### config.mk
export PLATFORM = sky130hd
export DESIGN_NAME = ulpi_viewport
export DESIGN_NICKNAME = d
export VERILOG_FILES = /design/src/rtl/ulpi_vp_pkg.sv /design/src/rtl/ulpi_vp_csr.sv /design/src/rtl/ulpi_vp_seq.sv /design/src/rtl/ulpi_viewport.sv
export SDC_FILE = /design/constraint.sdc
export NUM_CORES = 1
export LEC_CHECK = 0
export ABC_AREA = 1
export BUFFER_PORTS_ARGS = -buffer_cell sky130_fd_sc_hd__buf_2
export CAP_MARGIN = 25
export CORE_MARGIN = 2
export CORE_UTILIZATION = 40
export DETAILED_ROUTE_END_ITERATION = 10
export GPL_TIMING_DRIVEN = 0
export PLACE_DENSITY = 0.68
export SKIP_LAST_GASP = 1
export SLEW_MARGIN = 20
export SYNTH_ARGS = -nofsm -noshare
export SYNTH_HDL_FRONTEND = slang
export SYNTH_SLANG_ARGS = --single-unit
### constraint.sdc
create_clock -name clk -period 2.4 [get_ports clk]
set_clock_uncertainty 0.2 [all_clocks]
set_input_delay 0.12 -clock clk [delete_from_list [all_inputs] [get_ports clk]]
set_output_delay 0.12 -clock clk [all_outputs]
set_load 0.02 [all_outputs]
### src/rtl/ulpi_vp_pkg.sv
package ulpi_vp_pkg;

  localparam int CSR_W   = 32;
  localparam int LINK_W  = 8;
  localparam int SADDR_W = 6;

  localparam int B_WAKE = 31;
  localparam int B_RUN  = 30;
  localparam int B_DIR  = 29;
  localparam int B_SYNC = 27;
  localparam int ADDR_LO = 16;
  localparam int RDB_LO  = 8;

  typedef enum logic [3:0] {
    S_IDLE,
    S_CMD,
    S_WDATA,
    S_STOP,
    S_TURN,
    S_RDATA,
    S_WDIR,
    S_ABORT,
    S_WAKE
  } seq_state_e;

  // Register command byte: 2'b10 for write, 2'b11 for read, short address below
  function automatic logic [LINK_W-1:0] reg_cmd(input logic is_write,
                                                input logic [LINK_W-1:0] addr);
    return {1'b1, ~is_write, addr[SADDR_W-1:0]};
  endfunction

  // True when a completed PHY write turns the suspend control bit off
  function automatic logic enters_low_power(input logic [LINK_W-1:0] addr,
                                            input logic [LINK_W-1:0] data,
                                            input logic [LINK_W-1:0] set_addr,
                                            input logic [LINK_W-1:0] clr_addr,
                                            input int              sus_bit);
    return ((addr == set_addr) && !data[sus_bit]) ||
           ((addr == clr_addr) &&  data[sus_bit]);
  endfunction

  function automatic logic [CSR_W-1:0] pack_status(input logic wake_busy,
                                                   input logic run_busy,
                                                   input logic is_write,
                                                   input logic sync_ok,
                                                   input logic [LINK_W-1:0] addr,
                                                   input logic [LINK_W-1:0] rd_byte,
                                                   input logic [LINK_W-1:0] wr_byte);
    logic [CSR_W-1:0] w;
    w = '0;
    w[B_WAKE] = wake_busy;
    w[B_RUN]  = run_busy;
    w[B_DIR]  = is_write;
    w[B_SYNC] = sync_ok;
    w[ADDR_LO +: LINK_W] = addr;
    w[RDB_LO  +: LINK_W] = rd_byte;
    w[0 +: LINK_W]       = wr_byte;
    return w;
  endfunction

endpackage

### src/rtl/ulpi_vp_csr.sv
module ulpi_vp_csr
  import ulpi_vp_pkg::*;
(
  input  logic              clk,
  input  logic              rst_n,
  input  logic              wr_en,
  input  logic [CSR_W-1:0]  wdata,
  input  logic              txn_busy,
  input  logic              wake_busy,
  input  logic              sync_ok,
  input  logic              cap_en,
  input  logic [LINK_W-1:0] cap_byte,
  output logic              start_txn,
  output logic              start_wake,
  output logic [LINK_W-1:0] cmd_addr,
  output logic [LINK_W-1:0] cmd_data,
  output logic              cmd_write,
  output logic [CSR_W-1:0]  rdata
);

  logic [LINK_W-1:0] addr_q, wbyte_q, rbyte_q;
  logic              dir_q;
  logic              idle;
  logic              unused_wbits;

  assign idle       = !txn_busy && !wake_busy;
  // Wake-up wins when both launch bits arrive together
  assign start_wake = wr_en && wdata[B_WAKE] && idle;
  assign start_txn  = wr_en && wdata[B_RUN] && !wdata[B_WAKE] && idle;

  assign cmd_addr  = wdata[ADDR_LO +: LINK_W];
  assign cmd_data  = wdata[0 +: LINK_W];
  assign cmd_write = wdata[B_DIR];

  assign unused_wbits = ^{wdata[28], wdata[26:24], wdata[RDB_LO +: LINK_W]};

  always_ff @(posedge clk or negedge rst_n) begin
    if (!rst_n) begin
      addr_q  <= '0;
      wbyte_q <= '0;
      dir_q   <= 1'b0;
    end else if (wr_en) begin
      addr_q  <= wdata[ADDR_LO +: LINK_W];
      wbyte_q <= wdata[0 +: LINK_W];
      dir_q   <= wdata[B_DIR];
    end
  end

  always_ff @(posedge clk or negedge rst_n) begin
    if (!rst_n)      rbyte_q <= '0;
    else if (cap_en) rbyte_q <= cap_byte;
  end

  assign rdata = pack_status(wake_busy, txn_busy, dir_q, sync_ok,
                             addr_q, rbyte_q, wbyte_q);

  // captured byte appears in the read-data field one cycle later
  a_r5_capture_lands: assert property (@(posedge clk) disable iff (!rst_n)
    cap_en |=> (rdata[RDB_LO +: LINK_W] == $past(cap_byte)));

  // field write is visible on the next cycle
  a_r4_field_update: assert property (@(posedge clk) disable iff (!rst_n)
    wr_en |=> (rdata[ADDR_LO +: LINK_W] == $past(wdata[ADDR_LO +: LINK_W])));

  // reserved bits never read back set
  a_r10_reserved_zero: assert property (@(posedge clk) disable iff (!rst_n)
    (rdata[28] == 1'b0) && (rdata[26:24] == 3'b000));

endmodule

### src/rtl/ulpi_vp_seq.sv
module ulpi_vp_seq
  import ulpi_vp_pkg::*;
#(
  parameter logic [LINK_W-1:0] FCTL_ADDR     = 8'h04,
  parameter logic [LINK_W-1:0] FCTL_CLR_ADDR = 8'h06,
  parameter int                SUSPEND_BIT   = 6
) (
  input  logic              clk,
  input  logic              rst_n,
  input  logic              start_txn,
  input  logic              start_wake,
  input  logic [LINK_W-1:0] cmd_addr,
  input  logic [LINK_W-1:0] cmd_data,
  input  logic              cmd_write,
  input  logic              ulpi_dir,
  input  logic              ulpi_nxt,
  input  logic [LINK_W-1:0] ulpi_data_in,
  output logic [LINK_W-1:0] ulpi_data_out,
  output logic              ulpi_data_oe,
  output logic              ulpi_stp,
  output logic              txn_busy,
  output logic              wake_busy,
  output logic              sync_ok,
  output logic              cap_en,
  output logic [LINK_W-1:0] cap_byte
);

  seq_state_e        state, state_nx;
  logic [LINK_W-1:0] l_addr, l_data;
  logic              l_write;
  logic              sync_q;

  // Named events for checks
  logic ev_abort, ev_accept, ev_txn_done, ev_wake_done, ev_lp_entry;

  assign ev_abort     = (state == S_CMD) && ulpi_dir;
  assign ev_accept    = (state == S_CMD) && !ulpi_dir && ulpi_nxt;
  assign ev_txn_done  = (state == S_STOP) || ((state == S_WDIR) && !ulpi_dir);
  assign ev_wake_done = (state == S_WAKE) && !ulpi_dir;
  assign ev_lp_entry  = (state == S_STOP) &&
                        enters_low_power(l_addr, l_data, FCTL_ADDR,
                                         FCTL_CLR_ADDR, SUSPEND_BIT);

  always_comb begin
    state_nx = state;
    unique case (state)
      S_IDLE: begin
        if (start_wake)     state_nx = S_WAKE;
        else if (start_txn) state_nx = S_CMD;
      end
      S_CMD: begin
        if (ev_abort)       state_nx = S_ABORT;
        else if (ev_accept) state_nx = l_write ? S_WDATA : S_TURN;
      end
      S_WDATA: state_nx = S_STOP;
      S_STOP:  state_nx = S_IDLE;
      S_TURN:  state_nx = S_RDATA;
      S_RDATA: state_nx = S_WDIR;
      S_WDIR:  if (!ulpi_dir) state_nx = S_IDLE;
      S_ABORT: if (!ulpi_dir) state_nx = S_CMD;
      S_WAKE:  if (!ulpi_dir) state_nx = S_IDLE;
      default: state_nx = S_IDLE;
    endcase
  end

  always_ff @(posedge clk or negedge rst_n) begin
    if (!rst_n) state <= S_IDLE;
    else        state <= state_nx;
  end

  // Command fields frozen at launch
  always_ff @(posedge clk or negedge rst_n) begin
    if (!rst_n) begin
      l_addr  <= '0;
      l_data  <= '0;
      l_write <= 1'b0;
    end else if ((state == S_IDLE) && start_txn && !start_wake) begin
      l_addr  <= cmd_addr;
      l_data  <= cmd_data;
      l_write <= cmd_write;
    end
  end

  always_ff @(posedge clk or negedge rst_n) begin
    if (!rst_n)            sync_q <= 1'b1;
    else if (ev_wake_done) sync_q <= 1'b1;
    else if (ev_lp_entry)  sync_q <= 1'b0;
  end

  always_comb begin
    unique case (state)
      S_CMD:   ulpi_data_out = reg_cmd(l_write, l_addr);
      S_WDATA: ulpi_data_out = l_data;
      default: ulpi_data_out = '0;
    endcase
  end

  assign ulpi_stp     = (state == S_STOP) || (state == S_WAKE);
  assign ulpi_data_oe = !ulpi_dir;
  assign txn_busy     = (state != S_IDLE) && (state != S_WAKE);
  assign wake_busy    = (state == S_WAKE);
  assign sync_ok      = sync_q;
  assign cap_en       = (state == S_RDATA);
  assign cap_byte     = ulpi_data_in;

  // busy stays up until the transaction's closing cycle
  a_r1_busy_holds: assert property (@(posedge clk) disable iff (!rst_n)
    (txn_busy && !ev_txn_done) |=> txn_busy);

  // never both operations at once
  a_r2_one_op: assert property (@(posedge clk) disable iff (!rst_n)
    !(txn_busy && wake_busy));

  // launch decode from the register side is silent while busy
  a_r3_no_start_busy: assert property (@(posedge clk) disable iff (!rst_n)
    (txn_busy || wake_busy) |-> !(start_txn || start_wake));

  // command byte held steady while unaccepted
  a_r5_cmd_held: assert property (@(posedge clk) disable iff (!rst_n)
    ((state == S_CMD) && !ulpi_dir && !ulpi_nxt) |=> $stable(ulpi_data_out));

  // stop follows the single data cycle, busy still shown
  a_r6_stp_after_data: assert property (@(posedge clk) disable iff (!rst_n)
    (state == S_WDATA) |=> (ulpi_stp && txn_busy));

  // after an abort the bus carries no command until DIR drops
  a_r7_abort_quiet: assert property (@(posedge clk) disable iff (!rst_n)
    ev_abort |=> (ulpi_data_out == '0));

  // wake-up drives STP throughout
  a_r8_wake_stp: assert property (@(posedge clk) disable iff (!rst_n)
    wake_busy |-> ulpi_stp);

  // wake completion restores synchronous mode
  a_r8_wake_sync: assert property (@(posedge clk) disable iff (!rst_n)
    ev_wake_done |=> (sync_ok && !wake_busy));

endmodule

### src/rtl/ulpi_viewport.sv
module ulpi_viewport
  import ulpi_vp_pkg::*;
#(
  parameter logic [7:0] FCTL_ADDR     = 8'h04,
  parameter logic [7:0] FCTL_CLR_ADDR = 8'h06,
  parameter int         SUSPEND_BIT   = 6
) (
  input  logic        clk,
  input  logic        rst_n,
  input  logic        csr_wr_en,
  input  logic [31:0] csr_wdata,
  output logic [31:0] csr_rdata,
  input  logic [7:0]  ulpi_data_in,
  output logic [7:0]  ulpi_data_out,
  output logic        ulpi_data_oe,
  input  logic        ulpi_dir,
  input  logic        ulpi_nxt,
  output logic        ulpi_stp
);

  logic              start_txn, start_wake;
  logic [LINK_W-1:0] cmd_addr, cmd_data;
  logic              cmd_write;
  logic              txn_busy, wake_busy, sync_ok, cap_en;
  logic [LINK_W-1:0] cap_byte;

  ulpi_vp_csr u_csr (
    .clk        (clk),
    .rst_n      (rst_n),
    .wr_en      (csr_wr_en),
    .wdata      (csr_wdata),
    .txn_busy   (txn_busy),
    .wake_busy  (wake_busy),
    .sync_ok    (sync_ok),
    .cap_en     (cap_en),
    .cap_byte   (cap_byte),
    .start_txn  (start_txn),
    .start_wake (start_wake),
    .cmd_addr   (cmd_addr),
    .cmd_data   (cmd_data),
    .cmd_write  (cmd_write),
    .rdata      (csr_rdata)
  );

  ulpi_vp_seq #(
    .FCTL_ADDR     (FCTL_ADDR),
    .FCTL_CLR_ADDR (FCTL_CLR_ADDR),
    .SUSPEND_BIT   (SUSPEND_BIT)
  ) u_seq (
    .clk           (clk),
    .rst_n         (rst_n),
    .start_txn     (start_txn),
    .start_wake    (start_wake),
    .cmd_addr      (cmd_addr),
    .cmd_data      (cmd_data),
    .cmd_write     (cmd_write),
    .ulpi_dir      (ulpi_dir),
    .ulpi_nxt      (ulpi_nxt),
    .ulpi_data_in  (ulpi_data_in),
    .ulpi_data_out (ulpi_data_out),
    .ulpi_data_oe  (ulpi_data_oe),
    .ulpi_stp      (ulpi_stp),
    .txn_busy      (txn_busy),
    .wake_busy     (wake_busy),
    .sync_ok       (sync_ok),
    .cap_en        (cap_en),
    .cap_byte      (cap_byte)
  );

endmodule

Yosys cells after proc, flatten, opt, wreduce, memory -nomap -nowiden
Cells that the tools add are included.
Storage, ports and cells
  logic and storage cells: 65
  bits in registers: 47
  output and inout bits: 42
Operators by class
  bitwise logic cells: 1
  reductions and logical operators: 29
  multiplexer cells: 11
  equality and inequality tests: 15
Operators by type and width (number)
  case mux 4 bit (7 select lines): 1
  2-to-1 mux 4 bit: 6
  equality test 4 x 3 -> 1 bit (second input constant): 4
  equality test 8 x 3 -> 1 bit (second input constant): 2
  logical AND 1 bit: 16
  case mux 8 bit (2 select lines): 1
  equality test 4 x 2 -> 1 bit (second input constant): 2
  zero test 1 bit: 6
  != test 3 x 1 -> 1 bit (second input constant): 2
  equality test 4 x 1 -> 1 bit (second input constant): 1
  equality test 4 bit (second input constant): 1
  zero test 4 bit: 1
  != test 2 bit (second input constant): 2
  != test 4 bit (second input constant): 1
  AND reduction 4 bit: 1
  nonzero test 4 bit: 1
  2-to-1 mux 3 bit: 1
  logical OR 1 bit: 2
  2-to-1 mux 1 bit: 2
  nonzero test 2 bit: 1
  OR reduction 2 bit: 1
  NOT 1 bit: 1

Longest topological paths before layout
Gate-level depths: netlist (run 1).
  depth after elaboration: 8
  gate-level depth with buffers: 9

Modules after synthesis
Synthesis (run 1) repeated with hierarchy kept, for this count alone.
Second synthesis, totals
  cells, all modules: 305
  area total of the unflattened synthesis: 2563.7 sq um
Modules (own cells, without submodules)
  ulpi_vp_seq: area each 1341.3 sq um, seq. area each 551.8 sq um, instances 1, cells each 166
  ulpi_vp_csr: area each 1222.4 sq um, seq. area each 625.6 sq um, instances 1, cells each 139

Least setup slack after synthesis (run 1)
No wires, ideal clock.
  path type: reg2out
  start point: register u_seq.state[3]
  end point: output port ulpi_data_out[6]
  path buffers: 0
  slack: 0.767 ns
  arrival time: 1.313 ns
  required time: 2.080 ns
  cell stages (with the launch flop): 4
  path through: dfrtp_1 > nor2_2 > nand3_2 > o21ai_0
Between the ends
  longest elaborated chain between the ends: 2
RTL lines
  start: declaration: line ulpi_vp_seq.sv:28  | seq_state_e state, state_nx;
  start signal: assignment: line ulpi_vp_seq.sv:68  | else state <= state_nx;
  equality test 4 x 2 -> 1 bit or equality test 4 x 1 -> 1 bit (tied branches): line ulpi_vp_seq.sv:91  | unique case (state)
  case mux 8 bit (2 select lines) *: line ulpi_vp_seq.sv:91
  end: declaration: line ulpi_viewport.sv:14  | output logic [7:0] ulpi_data_out,
Every way passes the cells marked *; elsewhere a longest branch is shown, timed or not.

Final worst setup path (run 1)
Ends and elaborated chain as after synthesis.

==> flow_summary.ini, run 1 <==
[clock_network]
postCtsSetupBuffers = 0
cts.sinks = 47
cts_buffers = 5
path_clk_slew_ns = 0.09
htree_levels = 2
clk_latency_ns = 0.30
cts_tree = done
clockBufferDepth = 2
cts_root_buf = clkbuf_8

[finish]
antenna_cells = 0
drive_above_1_share_pct = 45.1
final_common_cell = buf_2
nets = 370
instances_no_fill = 398
area_delta_synth_final_pct = 38.5
n_fill_cell = 509
most-common-layout-cells = buf_2 (71), dfrtp_1 (46), nand2_1 (42)

[power_and_ir_drop]
cellPowerDensity_nw_per_um2 = 1070
power.leakage_nw = 1.56
ir_drop_v = 0.000614

[drt]
first_pass_iters = 4
remaining_drc_errors = 0
routed_wl_um = 5210
ant_nets = 0
wl_per_cell_um = 13.1
vias_per_cell = 4.65
dr_total_vias = 1851
dr.first_iter.drc_count = 124

[timing]
setup_viol = 0
min_period_ns = 2.04
max_freq_mhz = 490
worst_slack_ns = 0.360
period_share_pct = 85.0
setup_tns_ns = 0
drv_slew = 0
rsz0062_at_grt = false
hold_viol_final = 0

[die]
num_rows = 27
start_util_pct = 41.0
ios = 87
die_area_um2 = 6230
fp.dieH_um = 78.9
die_w_um = 78.9
core-area_um2 = 5470

[worst_setup_path]
worstSetupEndpointType = output pin
cp_max_fo = 9
reg2regPathDepth = 5
worstPathRequired_ns = 2.08
arrival_ns = 1.72
start_kind = flip-flop
cp_num_buf_inv = 1
cp_slowest_cell = dfrtp_1
slowest_delay_ns = 0.46
crit_family = simple AND/OR/NAND/NOR gates
cp.depth = 4
crit_type = flip-flop to output pin
cp_cell_sequence = nor2_2 > nand3_2 > o21ai_0 > buf_2

[synth]
synth_fa_ha_area_share_pct = 0
synth-compound-area-share_pct = 8.42
synth_edf_count = 0
synth.distinct_cells = 28
ys_ff_latch = 47
synth_xor_area_share_pct = 0.390
synth_area_um2 = 2240
syn_inst = 217
ys_async_sr_fraction_pct = 100
synthMuxAreaShare_pct = 12.5
syn_area_per_cell_um2 = 10.3
ys_warn_count = 0
seq_area_frac_synth_pct = 52.5
synthSimpleGateAreaFrac_pct = 16.5
synth_top_family_by_area = simple AND/OR/NAND/NOR gates
synth_ff_type = dfrtp_1

[global_routing]
grt_antenna_before_repair = 0
first_global_vias = 1883
grt_usage_pct = 18.0
grt_pass1_wl_um = 8730
grt_max_degree = 33
grt-ovfl-total = 0

[placement]
io_buffer_count = 69
routabilityCongestion = 0.824
dp_hpwl_um = 3640
dp.cells = 362
post-place-ws_ns = 0.712

[flow_run]
drv_cap = 0

[outcome]
outcome = complete, no violations

[min_path]
hold_path.class = input port to asynchronous set/reset pin
per-stage QoR:
stage	utilization [%]	area (um2)	hold WS, ns	power, W
2_1_floorplan	-	2260	-0.376	0.00229
3_3_place_gp	49.2	2690	0.140	0.00267
3_5_place_dp	49.5	2710	-0.135	0.00272
4_1_cts	56.8	3110	0.0645	0.00337
5_1_grt	56.8	3110	0.0755	0.00358
6_report	56.8	3110	0.0583	0.00334
cells by family (layout without fill, tap and decap cells):
kind of cell,count (synthesis),in the layout
other cells,1,4
flops,47,47
simple gates,77,77
xor+xnor,1,1
mux,25,25
compound gates,26,26
buf+inv,40,146
worst register-to-register path: cells and delay by family (launching register included):
| family | cells | cell delay (ns) |
|---|---|---|
| DFF | 1 | 0.42 |
| and+or+nand+nor | 2 | 0.42 |
| buffers and inverters | 2 | 0.38 |
| AOI/OAI and AO/OA | 1 | 0.09 |
cell usage after synthesis (2+ instances only):
cell type   n  area [um2]
nand3_1    12        60.1
nor2_1      7        26.3
buf_2       2        10.0
dfrtp_1    46        1150
o21ai_2    13         114
nor3_1      2        10.0
nand3_2     2        20.0
nand2_2     3        18.8
o22ai_1     6        37.5
mux2_2     25         282
nor2_2      3        18.8
o21ai_0     6        30.0
buf_6       4        45.0
buf_4       8        60.1
nand2_1    42         158
inv_1      22        82.6
inv_2       3        11.3
layer usage:
layer,vias to the layer above,GRT usage [%],share of wire [%]
met2,63,29.7,49
met3,11,4.09,5.1
met1,867,22.8,43
met5,-,0,0
li1,910,-,-
met4,0,7.93,2.7
registers in the layout, indices dropped and copies added (netlist names):
name,flops
u_csr.addr_q,8
u_csr.rbyte_q,8
u_csr.wbyte_q,8
u_seq.l_addr,8
u_seq.l_data,8
u_seq.state,4
u_csr.dir_q,1
u_seq.l_write,1
u_seq.sync_ok,1
power breakdown:
part,switching (W),leakage (nW),internal [W],total (W)
Combinational,0.000928,0.941,0.000605,0.00153
Clock,0.000267,0.0612,0.000337,0.000604
Sequential,0.000130,0.556,0.00107,0.00120
Total,0.00132,1.56,0.00201,0.00334
what timing repair did:
action	CTS	global route
hold buffers	28	0
hold endpoints to repair	90	0
gates resized for setup	0	0
cell type report:
cell class	count	area, um2	share of cell area (%)
clock inverters	2	35.0	1.13
well taps	72	90.1	2.90
multi-input cells	133	865	27.8
clock buffers	6	82.6	2.66
plain buffers	14	115	3.70
repair buffers	98	646	20.8
inverters	26	98.8	3.18
flip-flops and latches	47	1180	37.9
final timing paths:
path	start	to	slack, ns
min in group clk	csr_wdata[30]	u_seq.l_addr[7]	0.11
max in group asynchronous	rst_n	u_seq.sync_ok	1.38
hold / removal	rst_n	u_csr.wbyte_q[5]	0.06
setup / recovery	u_seq.state[3]	ulpi_data_out[6]	0.36
hold reg to reg	u_seq.sync_ok	u_seq.sync_ok	0.27
setup reg to reg	u_seq.state[0]	u_seq.l_write	0.78
Power figures use the tool's default switching activity.
==> run 2: changes to the inputs <==
--- a/config.mk
+++ b/config.mk
@@ -6,13 +6,13 @@
 export NUM_CORES = 1
 export LEC_CHECK = 0
 export ABC_AREA = 1
-export BUFFER_PORTS_ARGS = -buffer_cell sky130_fd_sc_hd__buf_2
 export CAP_MARGIN = 25
 export CORE_MARGIN = 2
 export CORE_UTILIZATION = 40
 export DETAILED_ROUTE_END_ITERATION = 10
+export DONT_BUFFER_PORTS = 1
 export GPL_TIMING_DRIVEN = 0
-export PLACE_DENSITY = 0.68
+export PLACE_DENSITY = 0.54
 export SKIP_LAST_GASP = 1
 export SLEW_MARGIN = 20
 export SYNTH_ARGS = -nofsm -noshare
==> run 2 against run 1 <==
Effect of this change:
- non-clock buffer count fell by 68
- critical endpoint unchanged
- combinational power down 21%
- die area is the same
- utilization fell by 6.7 points
- via count down 13%
==> flow_summary.ini, run 2 (same netlist as run 1, synthesis figures left out) <==
[finish]
final_common_cell = dfrtp_1
seq_area_um2 = 1180
antenna_cells = 0
multi_input_area_um2 = 865
nets = 302
drive_above_1_share_pct = 29.5
n_fill_cell = 542
most-common-layout-cells = dfrtp_1 (46), nand2_1 (42), dlygate4sd3_1 (29)
area_delta_synth_final_pct = 22.3
instances_no_fill = 330
fin_util_pct = 50.2

[global_routing]
grt-ovfl-total = 0
grt_pass1_wl_um = 8120
grt_max_degree = 48
first_global_vias = 1649
grt_usage_pct = 16.9
grt_antenna_before_repair = 0

[die]
die_w_um = 78.9
die_area_um2 = 6230
core-area_um2 = 5470
ios = 87
num_rows = 27
fp.dieH_um = 78.9
start_util_pct = 41.0

[drt]
dr.first_iter.drc_count = 67
routed_wl_um = 4890
dr_total_vias = 1610
remaining_drc_errors = 0
wl_per_cell_um = 14.8
first_pass_iters = 4
ant_nets = 0
vias_per_cell = 4.88

[placement]
routabilityCongestion = 0.875
io_buffer_count = 0
post-place-ws_ns = 0.428
dp_hpwl_um = 3360
dp.cells = 292

[clock_network]
cts_tree = done
cts.sinks = 47
clk_latency_ns = 0.29
path_clk_slew_ns = 0.09
cts_buffers = 5
cts_root_buf = clkbuf_8
clockBufferDepth = 2
htree_levels = 2

[timing]
hold_viol_final = 0
setup_viol = 0
period_share_pct = 94.5
tightestPinTransition_ns = 0.707
max_freq_mhz = 441
setup_tns_ns = 0
rsz0062_at_grt = false
min_period_ns = 2.27
drv_slew = 0
relSlewSlack_pct = 52.4
worst_slack_ns = 0.131

[worst_setup_path]
crit_type = flip-flop to output pin
cp_slowest_cell = o21ai_0
cp_max_fo = 9
cp_num_buf_inv = 0
arrival_ns = 1.95
worstSetupEndpointType = output pin
worstPathRequired_ns = 2.08
slowest_delay_ns = 0.64
crit_family = compound AO/OA/AOI/OAI gates
start_kind = flip-flop
cp_cell_sequence = nor2_2 > nand3_2 > o21ai_0

[power_and_ir_drop]
cellPowerDensity_nw_per_um2 = 1100
total_power_w = 0.00301
ir_drop_v = 0.000503
power.leakage_nw = 1.27

[flow_run]
drv_cap = 0

[outcome]
outcome = complete, no violations

[min_path]
hold_path.class = input port to flip-flop
[run 2: repair_timing]
action / 4_1_cts / 5_1_grt
setup buffers: 0 / 0
setup endpoints to repair: 0 / 1
hold buffers: 30 / 0
resized for setup: 0 / 1
endpoints found under the hold margin: 94 / 0
[run 2: layout make-up]
class / count / share of cell area, %
sequential: 47 / 42.9
multi-input combinational: 133 / 31.5
timing repair buffer: 30 / 11.6
buffer: 14 / 4.19
inverter: 26 / 3.60
tap: 72 / 3.28
clock buffer: 7 / 2.78
clock inverter: 1 / 0.182
[run 2: path summary, 6_finish.rpt]
| kind | startpoint | to | slack (ns) | depth (start not counted) |
|---|---|---|---|---|
| worst max-delay path | u_seq.state[3] | ulpi_data_out[6] | 0.13 | 3 |
| worst min-delay path | csr_wdata[31] | u_seq.state[0] | 0.004 | 5 |
| worst max register to register | u_seq.state[3] | u_seq.state[3] | 0.24 | 8 |
| worst min register to register | u_seq.sync_ok | u_seq.sync_ok | 0.27 | 2 |
| max in group asynchronous | rst_n | u_seq.sync_ok | 1.58 | 2 |
| min in group asynchronous | rst_n | u_csr.wbyte_q[3] | 0.17 | 2 |
[run 2: power by group]
| part | switching, W | internal (W) | total, W | leakage (nW) |
|---|---|---|---|---|
| sequential | 0.000269 | 0.00107 | 0.00134 | 0.556 |
| combinational | 0.000744 | 0.000468 | 0.00121 | 0.669 |
| clock | 0.000252 | 0.000205 | 0.000456 | 0.0422 |
| total | 0.00126 | 0.00174 | 0.00301 | 1.27 |
[run 2: per-layer routing]
layer | vias to the layer above | wire, um | GRT usage, %
met1 | 779 | 2200 | 22.7
met3 | 2 | 281 | 4.55
met4 | 0 | 34 | 4.66
li1 | 780 | - | -
met2 | 49 | 2380 | 27.0
met5 | - | 0 | 0
[run 2: metrics by stage]
step / instance area (um2) / hold slack [ns]
global placement: 2350 / -0.375
global route: 2750 / 0.0158
detailed placement: 2350 / -0.375
finish: 2750 / 0.00402
floorplan: 2260 / -0.376
CTS: 2750 / 0.00331
[run 2: worst register-to-register path, delay by kind of cell, from the launching register on]
kind | cells | cell delay [ns]
simple gates | 6 | 0.84
buf+inv | 2 | 0.60
flops | 1 | 0.46
==> run 3: changes to the inputs <==
--- a/config.mk
+++ b/config.mk
@@ -5,10 +5,10 @@
 export SDC_FILE = /design/constraint.sdc
 export NUM_CORES = 1
 export LEC_CHECK = 0
-export ABC_AREA = 1
 export CAP_MARGIN = 25
-export CORE_MARGIN = 2
+export CORE_MARGIN = 4
 export CORE_UTILIZATION = 40
+export CTS_BUF_LIST = sky130_fd_sc_hd__clkbuf_16
 export DETAILED_ROUTE_END_ITERATION = 10
 export DONT_BUFFER_PORTS = 1
 export GPL_TIMING_DRIVEN = 0
==> run 3 against run 2 <==
Effect of this change:
- total power rose by 5.0%
- clock power rose by 45%
- utilization up 2.9 points
- critical path depth is the same
- worst setup slack better by 0.076 ns
==> flow_summary.ini, run 3 <==
[worst_setup_path]
worstPathRequired_ns = 2.08
worstSetupEndpointType = output pin
reg2regPathDepth = 6
crit_type = flip-flop to output pin
arrival_ns = 1.87
start_kind = flip-flop
cp_max_fo = 10

[timing]
tightestPinTransition_ns = 0.584
period_share_pct = 91.4
setup_viol = 0
hold_viol_final = 0
drv_slew = 0
max_freq_mhz = 456
min_period_ns = 2.19
relSlewSlack_pct = 60.9
rsz0062_at_grt = false
setup_tns_ns = 0
hold_slack_ns = 0.0182

[finish]
most-common-layout-cells = dfrtp_1 (46), mux2_2 (32), dlygate4sd3_1 (29)
multi_input_area_um2 = 923
nets = 267
instances_no_fill = 293
area_delta_synth_final_pct = 25.1
seq_area_um2 = 1180
design_area_um2 = 2780
n_fill_cell = 474
drive_above_1_share_pct = 27.8
final_common_cell = dfrtp_1
antenna_cells = 0
fin_util_pct = 53.1

[synth]
synth.distinct_cells = 41
syn_inst = 182
yosys.area.top_type = dfrtp_1
synth_area_um2 = 2220
synth_top_cell_area_share_pct = 51.8
ys_warn_count = 0
yosysMostFrequentCell = dfrtp_1
synth_commonest_cells = dfrtp_1 (46), mux2_2 (32), nor2_1 (15), mux2_1 (10), buf_4 (9)
seq_area_frac_synth_pct = 53.0
ys_async_sr_fraction_pct = 100
synth_ff_type = dfrtp_1
ys_ff_latch = 47
syn_area_per_cell_um2 = 12.2
ys_top_cells_by_area = dfrtp_1 (52%), mux2_2 (16%), mux2_1 (5.1%), buf_4 (3.0%), nor2_1 (2.5%)
synth_edf_count = 0

[die]
core-area_um2 = 5240
ios = 87
die_area_um2 = 6820
num_rows = 26
start_util_pct = 42.5
fp.dieH_um = 82.6
die_w_um = 82.6

[outcome]
outcome = complete, no violations

[placement]
routabilityCongestion = 0.718
dp_hpwl_um = 3590
placed_cell_area_um2 = 2320
io_buffer_count = 0
dp.cells = 255

[clock_network]
cts_buffers = 5
cts_root_buf = clkbuf_16
cts_tree = done
path_clk_slew_ns = 0.06
clockBufferDepth = 2
cts.sinks = 47
clk_latency_ns = 0.28
postCtsSetupBuffers = 0
htree_levels = 2

[global_routing]
grt-ovfl-total = 0
grt_usage_pct = 15.5
grt_pass1_wl_um = 8000
grt_max_degree = 48
first_global_vias = 1605
grt_antenna_before_repair = 0

[drt]
first_pass_iters = 4
dr_total_vias = 1517
wl_per_cell_um = 16.8
remaining_drc_errors = 0
routed_wl_um = 4910
ant_nets = 0
dr.first_iter.drc_count = 60
vias_per_cell = 5.18

[min_path]
hold_path.class = input port to flip-flop
holdPathStages = 4

[power_and_ir_drop]
power.leakage_nw = 1.21
ir_drop_v = 0.000435
cellPowerDensity_nw_per_um2 = 1140

[flow_run]
drv_cap = 0
## run 3: changes by cell type in the layout (fill, tap and decap cells not counted), moves of 6 or more
cell     change
mux2_2       +7
mux2_1      +10
o21ai_2     -13
nand2_1     -35
o22ai_1      -6
inv_1       -19
nor2_1       +8
a21oi_1      +8
nand3_1      -9
## run 3: repair_timing
| action | 4_1_cts | 5_1_grt |
|---|---|---|
| hold endpoints to repair | 91 | 0 |
| resized for setup | 0 | 0 |
| hold buffers | 30 | 0 |
| endpoints found under the setup margin | 0 | 0 |
## run 3: through the flow
stage / power (W) / setup slack (ns)
4_1_cts: 0.00319 / 0.198
3_3_place_gp: 0.00243 / 0.333
2_1_floorplan: 0.00223 / 0.569
5_1_grt: 0.00337 / 0.128
6_report: 0.00316 / 0.207
3_5_place_dp: 0.00246 / 0.319
## run 3: cell type report
class                      instances  area share (%)
clock inverter                     3           0.585
tap                               70            3.15
sequential                        47            42.3
inverter                           2           0.270
timing repair buffer              30            11.4
multi-input combinational        117            33.2
buffer                            19            4.54
clock buffer                       5            4.50
## run 3: final timing paths
kind	from	endpoint	slack (ns)
max in group asynchronous	rst_n	u_seq.sync_ok	1.60
worst max-delay path	u_seq.state[0]	ulpi_stp	0.21
worst min register to register	u_seq.l_data[0]	u_seq.l_data[0]	0.30
min in group asynchronous	rst_n	u_seq.state[2]	0.14
worst max register to register	u_seq.state[2]	u_seq.l_data[3]	0.32
worst min-delay path	ulpi_nxt	u_seq.state[2]	0.02
## run 3: logic make-up after synthesis
| kind of cell | count (synthesis) | synth area share, % |
|---|---|---|
| AOI/OAI and AO/OA | 26 | 7.99 |
| buffers and inverters | 21 | 6.02 |
| other | 1 | 0.169 |
| xor gates and xnor gates | 2 | 0.788 |
| and+or+nand+nor | 43 | 10.8 |
| DFF | 47 | 53.0 |
| muxes | 42 | 21.3 |
## run 3: power by group
group	internal [W]	switching, W
logic	0.000490	0.000611
registers	0.00108	0.000319
clock network	0.000380	0.000279
## run 3: metal layers
| metal | GRT usage, % | routed length, um | share of wire (%) |
|---|---|---|---|
| met3 | 5.10 | 383 | 7.8 |
| met5 | 0 | 0 | 0 |
| met4 | 4.74 | 44 | 0.90 |
| met2 | 25.4 | 2450 | 50 |
| met1 | 19.5 | 2030 | 41 |
## run 3: critical path, stage by stage (launching register included)
cell	delay (ns)
dfrtp_1	0.44
clkbuf_1	0.24
or3b_2	0.48
a21oi_1	0.43
